--- config.mk ---
export PLATFORM = sky130hd
export DESIGN_NAME = i2c_tgt_stretch
export DESIGN_NICKNAME = d
export VERILOG_FILES = /design/src/rtl/scl_hold_pkg.sv /design/src/rtl/stretch_event_detect.sv /design/src/rtl/stretch_flag_reg.sv /design/src/rtl/i2c_tgt_stretch.sv
export SDC_FILE = /design/constraint.sdc
export NUM_CORES = 1
export LEC_CHECK = 0
export BUFFER_PORTS_ARGS = -buffer_cell sky130_fd_sc_hd__buf_2
export CAP_MARGIN = 25
export CORE_AREA = 2 2 39 41
export DETAILED_ROUTE_END_ITERATION = 10
export DIE_AREA = 0 0 41 43
export PLACE_DENSITY = 0.61
export SYNTH_ARGS = -nofsm -noshare
export SYNTH_HDL_FRONTEND = slang
export SYNTH_HIERARCHICAL = 1
export SYNTH_SLANG_ARGS = --single-unit
--- constraint.sdc ---
create_clock -name clk -period 1.4 [get_ports clk]
set_clock_uncertainty 0.2 [all_clocks]
set_input_delay 0.07 -clock clk [delete_from_list [all_inputs] [get_ports clk]]
set_output_delay 0.07 -clock clk [all_outputs]
set_load 0.03 [all_outputs]
--- src/rtl/scl_hold_pkg.sv ---
// Shared types for the target clock-stretch controller.
package scl_hold_pkg;

    // Reason the stretch flag was raised; decides what releases it.
    typedef enum logic [2:0] {
        CS_NONE     = 3'd0,
        CS_RX_FULL  = 3'd1,
        CS_TX_EMPTY = 3'd2,
        CS_TEN_HI   = 3'd3,
        CS_ADDR     = 3'd4,
        CS_WDATA    = 3'd5,
        CS_ACK      = 3'd6
    } cause_e;

endpackage

--- src/rtl/stretch_event_detect.sv ---
// Decodes one falling-edge strobe into at most one stretch cause.
// Assumes bit_idx is valid whenever fall_stb is high. When several
// causes meet on one edge, the lowest candidate index wins
// (ten-bit, receive, transmit, address, write-data, acknowledge).
module stretch_event_detect
    import scl_hold_pkg::*;
#(
    parameter int BIT_W    = 4,
    parameter int RX_EDGE  = 7,
    parameter int TX_EDGE  = 8,
    parameter int ACK_EDGE = 9
) (
    input  logic             fall_stb,
    input  logic [BIT_W-1:0] bit_idx,
    input  logic             target_mode,
    input  logic             rx_full,
    input  logic             tx_empty,
    input  logic             cnt_zero,
    input  logic             addr_byte,
    input  logic             addr_match,
    input  logic             tenbit_lo,
    input  logic             rx_dir,
    input  logic             ie_addr,
    input  logic             ie_wdata,
    input  logic             ie_ack,
    output logic             evt_valid,
    output cause_e           evt_cause
);

    localparam int               N_SRC    = 6;
    localparam logic [BIT_W-1:0] RX_CODE  = RX_EDGE[BIT_W-1:0];
    localparam logic [BIT_W-1:0] TX_CODE  = TX_EDGE[BIT_W-1:0];
    localparam logic [BIT_W-1:0] ACK_CODE = ACK_EDGE[BIT_W-1:0];

    logic             at_rx, at_tx, at_ack;
    logic [N_SRC-1:0] hit;

    // Maps a candidate slot to its cause code.
    function automatic cause_e slot_cause(input int idx);
        case (idx)
            0:       slot_cause = CS_TEN_HI;
            1:       slot_cause = CS_RX_FULL;
            2:       slot_cause = CS_TX_EMPTY;
            3:       slot_cause = CS_ADDR;
            4:       slot_cause = CS_WDATA;
            default: slot_cause = CS_ACK;
        endcase
    endfunction

    // Qualifies the strobe by edge position and target mode.
    always_comb begin
        at_rx  = fall_stb && target_mode && (bit_idx == RX_CODE);
        at_tx  = fall_stb && target_mode && (bit_idx == TX_CODE);
        at_ack = fall_stb && target_mode && (bit_idx == ACK_CODE);
    end

    // Evaluates each candidate cause in precedence order.
    always_comb begin
        hit[0] = at_tx  && tenbit_lo && rx_full;
        hit[1] = at_rx  && rx_full;
        hit[2] = at_tx  && tx_empty && !cnt_zero;
        hit[3] = at_tx  && addr_byte && addr_match && ie_addr;
        hit[4] = at_tx  && !addr_byte && rx_dir && ie_wdata;
        hit[5] = at_ack && ie_ack;
    end

    // Picks the highest-precedence hit.
    always_comb begin
        evt_cause = CS_NONE;
        for (int i = N_SRC - 1; i >= 0; i--) begin
            if (hit[i]) evt_cause = slot_cause(i);
        end
        evt_valid = |hit;
    end

endmodule

--- src/rtl/stretch_flag_reg.sv ---
// Holds the stretch flag, the cause that raised it and whether the
// buffer access that cause needs has been seen. A clear is accepted
// only once that access is done. If the cause is still present at
// that moment, the flag stays set and a new access is needed.
// Assumes the host strobes last one cycle each.
module stretch_flag_reg
    import scl_hold_pkg::*;
(
    input  logic   clk,
    input  logic   rst_n,
    input  logic   enable,
    input  logic   evt_valid,
    input  cause_e evt_cause,
    input  logic   rx_full,
    input  logic   tx_empty,
    input  logic   cnt_zero,
    input  logic   host_rd_rx,
    input  logic   host_wr_tx,
    input  logic   host_clr,
    output logic   flag
);

    logic   flag_q;
    cause_e cause_q;
    logic   acc_q;
    logic   need_acc, acc_stb, acc_now, cond_still;

    // Works out which access the latched cause needs and whether it persists.
    always_comb begin
        need_acc   = 1'b0;
        acc_stb    = 1'b0;
        cond_still = 1'b0;
        case (cause_q)
            CS_RX_FULL, CS_TEN_HI: begin
                need_acc   = 1'b1;
                acc_stb    = host_rd_rx;
                cond_still = rx_full && !host_rd_rx;
            end
            CS_TX_EMPTY: begin
                need_acc   = 1'b1;
                acc_stb    = host_wr_tx;
                cond_still = tx_empty && !cnt_zero && !host_wr_tx;
            end
            default: ;
        endcase
        acc_now = !need_acc || acc_q || acc_stb;
    end

    // Sets, re-arms or releases the flag.
    always_ff @(posedge clk) begin
        if (!rst_n || !enable) begin
            flag_q  <= 1'b0;
            cause_q <= CS_NONE;
            acc_q   <= 1'b0;
        end else if (!flag_q) begin
            if (evt_valid) begin
                flag_q  <= 1'b1;
                cause_q <= evt_cause;
                acc_q   <= 1'b0;
            end
        end else if (host_clr && acc_now) begin
            if (cond_still) begin
                acc_q <= 1'b0;
            end else begin
                flag_q  <= 1'b0;
                cause_q <= CS_NONE;
                acc_q   <= 1'b0;
            end
        end else if (acc_stb) begin
            acc_q <= 1'b1;
        end
    end

    assign flag = flag_q;

    p_set_needs_event_r12: assert property (@(posedge clk) disable iff (!rst_n)
        $rose(flag_q) |-> $past(evt_valid && enable));

    p_release_path_r10: assert property (@(posedge clk) disable iff (!rst_n)
        $fell(flag_q) |-> $past(host_clr || !enable));

    p_disable_clears_r10: assert property (@(posedge clk) disable iff (!rst_n)
        !enable |=> !flag_q);

    p_read_gate_r2: assert property (@(posedge clk) disable iff (!rst_n)
        (enable && flag_q && cause_q == CS_RX_FULL && !acc_q && !host_rd_rx) |=> flag_q);

    p_write_gate_r3: assert property (@(posedge clk) disable iff (!rst_n)
        (enable && flag_q && cause_q == CS_TX_EMPTY && !acc_q && !host_wr_tx) |=> flag_q);

    p_set_wins_r11: assert property (@(posedge clk) disable iff (!rst_n)
        (enable && !flag_q && evt_valid) |=> flag_q);

    p_rearm_r9: assert property (@(posedge clk) disable iff (!rst_n)
        (enable && flag_q && cause_q == CS_RX_FULL && rx_full && !host_rd_rx) |=> flag_q);

    p_cause_kept_r13: assert property (@(posedge clk) disable iff (!rst_n)
        flag_q |-> cause_q != CS_NONE);

endmodule

--- src/rtl/i2c_tgt_stretch.sv ---
// Top of the I2C target clock-stretch controller. It joins the edge
// decoder and the flag register, and masks the hold request with the
// module enable so that SCL is let go at once when the module is off.
module i2c_tgt_stretch
    import scl_hold_pkg::*;
#(
    parameter int BIT_W    = 4,
    parameter int RX_EDGE  = 7,
    parameter int TX_EDGE  = 8,
    parameter int ACK_EDGE = 9
) (
    input  logic             clk,
    input  logic             rst_n,
    input  logic             enable,
    input  logic             target_mode,
    input  logic             fall_stb,
    input  logic [BIT_W-1:0] bit_idx,
    input  logic             rx_full,
    input  logic             tx_empty,
    input  logic             cnt_zero,
    input  logic             addr_byte,
    input  logic             addr_match,
    input  logic             tenbit_lo,
    input  logic             rx_dir,
    input  logic             ie_addr,
    input  logic             ie_wdata,
    input  logic             ie_ack,
    input  logic             host_rd_rx,
    input  logic             host_wr_tx,
    input  logic             host_clr,
    output logic             stretch,
    output logic             scl_hold
);

    logic   evt_valid;
    cause_e evt_cause;
    logic   flag;

    stretch_event_detect #(
        .BIT_W   (BIT_W),
        .RX_EDGE (RX_EDGE),
        .TX_EDGE (TX_EDGE),
        .ACK_EDGE(ACK_EDGE)
    ) u_detect (
        .fall_stb   (fall_stb),
        .bit_idx    (bit_idx),
        .target_mode(target_mode),
        .rx_full    (rx_full),
        .tx_empty   (tx_empty),
        .cnt_zero   (cnt_zero),
        .addr_byte  (addr_byte),
        .addr_match (addr_match),
        .tenbit_lo  (tenbit_lo),
        .rx_dir     (rx_dir),
        .ie_addr    (ie_addr),
        .ie_wdata   (ie_wdata),
        .ie_ack     (ie_ack),
        .evt_valid  (evt_valid),
        .evt_cause  (evt_cause)
    );

    stretch_flag_reg u_flag (
        .clk       (clk),
        .rst_n     (rst_n),
        .enable    (enable),
        .evt_valid (evt_valid),
        .evt_cause (evt_cause),
        .rx_full   (rx_full),
        .tx_empty  (tx_empty),
        .cnt_zero  (cnt_zero),
        .host_rd_rx(host_rd_rx),
        .host_wr_tx(host_wr_tx),
        .host_clr  (host_clr),
        .flag      (flag)
    );

    // Drives the readable flag and the enable-masked hold request.
    always_comb begin
        stretch  = flag;
        scl_hold = flag && enable;
    end

    p_hold_needs_flag_r8: assert property (@(posedge clk) disable iff (!rst_n)
        scl_hold |-> (stretch && enable));

    p_no_hold_disabled_r10: assert property (@(posedge clk) disable iff (!rst_n)
        !enable |-> !scl_hold);

endmodule

==> summary.md <==
| Metric | Value |
|---|---|
| Max cap viols | `0` |
| Final-layout fill cell count | `134` |
| Pin count of the biggest net entering global routing | `8` |
| Flop and latch count out of synthesis | `5` |
| Worst slew margin relative to its limit | `79.2%` |
| Global router's overall resource usage | `15.3%` |
| Synth-to-Final Area Change | `66.7%` |
| Average wire per standard cell | `approximately 11 µm` |
| Area of the placeable core | `0.00138 mm²` |
| CTS tree | `yes` |
| Gp weighted congestion | `about 0.77` |
| Final worst hold slack | `0.0216 ns` |
| Final total power | `0.391 mW` |
| Worst Slack Setup Final | `0.0465 ns` |
| Inserted Clock Buffers | `3` |
| Detailed placement HPWL | `916 µm` |
| Buffer depth of the longest clock path | `2` |
| # DRC | `0` |
| Vias per std cell | `5.07` |
| Power density over the cells | `584 mW/mm²` |
| Non-filler cells, final | `roughly 110` |
| Path category of the worst min-delay check | `primary input to flip-flop` |
| Total instance count after detailed placement | `about 100` |
| Minimum clock period | `1.35 ns` |
| Maximum clock frequency | `0.739 GHz` |
| Count of nets left with antenna violations after detail routing | `0` |
| Share of the yosys chip area belonging to registers | `24.9%` |
| Synth Instances | `53` |
| Aggregate routed wire length | `approximately 1100 µm` |
| Post-CTS Setup Bufs | `0` |
| Summed negative setup slack over all endpoints | `0 ns` |
| Port Buffer Count | `23` |
| Number of diodes | `0` |
| Worst ir drop on vdd | `0.356 mV` |
| Via total after detailed routing | `approximately 540` |
| Synthesized area per cell | `around 7.6 µm²` |
| Synth Cell Area | `402 µm²` |
| Stage delay of the slowest cell on the critical path | `0.36 ns` |
| Count of TritonRoute iterations in the first routing pass | `2` |
| Worst path arrival time | `1.34 ns` |
| FFs w/ async S/R, synth | `0%` |
| Final setup violation count | `0` |
| Initial antenna violation count | `0` |
| Kind of end point of the critical path | `flip-flop` |
| Post-route cell area | `669 µm²` |
| Area enclosed by the die boundary | `approximately 0.0018 mm²` |
| Util after Layout | `48.4%` |
| Proportion of layout cells with a drive suffix above 1 | `46.7%` |
| Place WS | `-0.200 ns` |
| Family with the most delay on the worst path | `compound AO/OA/AOI/OAI gates` |
| Part of the cycle the worst path needs | `approximately 97%` |
| Ys Warns | `6` |
| Final layout net count | `113` |
| Primary FF master, synth | `dfxtp_1` |
| List of cells traversed by the critical path | `nor4b_2 > a21oi_1 > o21ai_0 > a32o_1` |
| CTS clk-pin slew, worst paths | `0.05 ns` |
| Worst-Margin Slew | `a little over 0.3 ns` |
| Critical path launch point type | `flip-flop` |
| Starting density of the core | `29.0%` |
| Chip Height | `between 40 and 50 µm` |
| Later-pin clock latency in the skew report | `0.24 ns` |
| Classification of the worst setup path | `flip-flop to flip-flop` |
| Bufs and invs on worst path | `0` |
| Die width | `41 µm` |
| Root cell of the clock tree | `clkbuf_4` |
| Area of the multi-input gates | `320 µm²` |
| Flip-flop and latch area | `around 100 µm²` |
| Run status | `complete, no violations` |
| CP max-delay cell | `nor4b_2` |
| Crit-path max FO | `6` |
| RSZ-0062 raised after global routing | `yes` |
| DR iter-0 viols | `3` |
| Vias in the first global route | `approximately 480` |
| Max-slew violation count | `0` |
| Number of flops mapped to enable cells by yosys | `0` |
| Required time of the critical path | `1.39 ns` |
| Nets in the synthesized netlist | `75` |
| First-pass GRT wire length | `1810 µm` |
| Leakage power summed over all cells | `0.313 nW` |
| Placed standard-cell area | `598 µm²` |
| Deepest level of the CTS H-tree | `1` |
| FP Rows | `14` |
| GRT overflow | `0` |
| Count of pins on the block boundary | `24` |
| Final-report hold violation count | `0` |
| Unique cell type count in the Yosys netlist | `25` |
| Clock Sinks | `5` |
what timing repair did:
item | 4_1_cts | 5_1_grt
resized for setup | 0 | 5
endpoints found under the setup margin | 0 | 5
hold buffers | 3 | 0
hold endpoints to repair | 2 | 0
sequential cells by signal, summed over array words and instances (netlist names):
register / cells
u_flag/flag: 1
u_flag/cause_q: 3
u_flag/acc_q: 1
cells in the mapped netlist, types with 2 or more instances:
cell | instances | area (µm²)
nor2_1 | 4 | 15.0
a21oi_1 | 4 | 20.0
o21ai_0 | 4 | 20.0
nand4_1 | 2 | 12.5
nand2_1 | 8 | 30.0
a21o_1 | 2 | 15.0
nor3_1 | 2 | 10.0
nor4b_2 | 2 | 30.0
dfxtp_1 | 5 | 100
nor2b_1 | 4 | 25.0
nand3_1 | 2 | 10.0
worst paths after layout:
path	startpoint	to	slack, ns	cells after the start
worst min register to register	u_flag/cause_q[1]$_SDFFE_PP0P_	u_flag/cause_q[1]$_SDFFE_PP0P_	0.29	2
worst max-delay path	u_flag/cause_q[0]$_SDFFE_PP0P_	u_flag/acc_q$_SDFFE_PP0P_	0.05	4
worst max register to register	u_flag/cause_q[0]$_SDFFE_PP0P_	u_flag/acc_q$_SDFFE_PP0P_	0.05	4
worst min-delay path	host_wr_tx	u_flag/flag$_SDFF_PP0_	0.02	4
worst min-delay path: cells and delay by family:
kind / cells / cell delay, ns
AOI/OAI and AO/OA: 1 / 0.15
and+or+nand+nor: 2 / 0.12
buffers and inverters: 1 / 0.09
placed cells by master (no fill, tap or decap), drive strengths merged, types with 3 or more instances in the layout:
cell	synthesis	layout
nand2	8	8
a21oi	4	4
nor2	4	4
dfxtp	5	5
nor3	3	3
o21ai	4	4
clkbuf	0	4
dlygate4sd3	0	3
buf	0	30
nor2b	4	4
kinds of logic after synthesis:
kind of cell / after synthesis / share of synthesized area (%)
buf+inv: 1 / 0.934
mux: 1 / 2.49
compound gates: 15 / 23.7
simple gates: 31 / 48.0
flops: 5 / 24.9
routing by layer:
layer  up-vias  part of all wire, %  wire length [µm]  track usage, %
met4         0                  2.0                23            9.33
met3         4                  4.4                51            5.24
met1       248                   44               508            17.4
li1        274                    -                 -               -
met5         -                    0                 0               0
met2        11                   49               565            23.1
power breakdown:
part	internal, mW	switching, mW	total [mW]
combinational	0.0439	0.0343	0.0782
sequential	0.143	0.000671	0.144
clock	0.108	0.0608	0.169
total	0.295	0.0957	0.391
layout make-up:
class,count,area share [%]
multi-input cells,47,47.9
clock buffers,4,3.93
flip-flops and latches,5,15.1
inverters,1,0.561
well taps,16,2.99
repair buffers,33,29.5
Power figures use the tool's default switching activity.
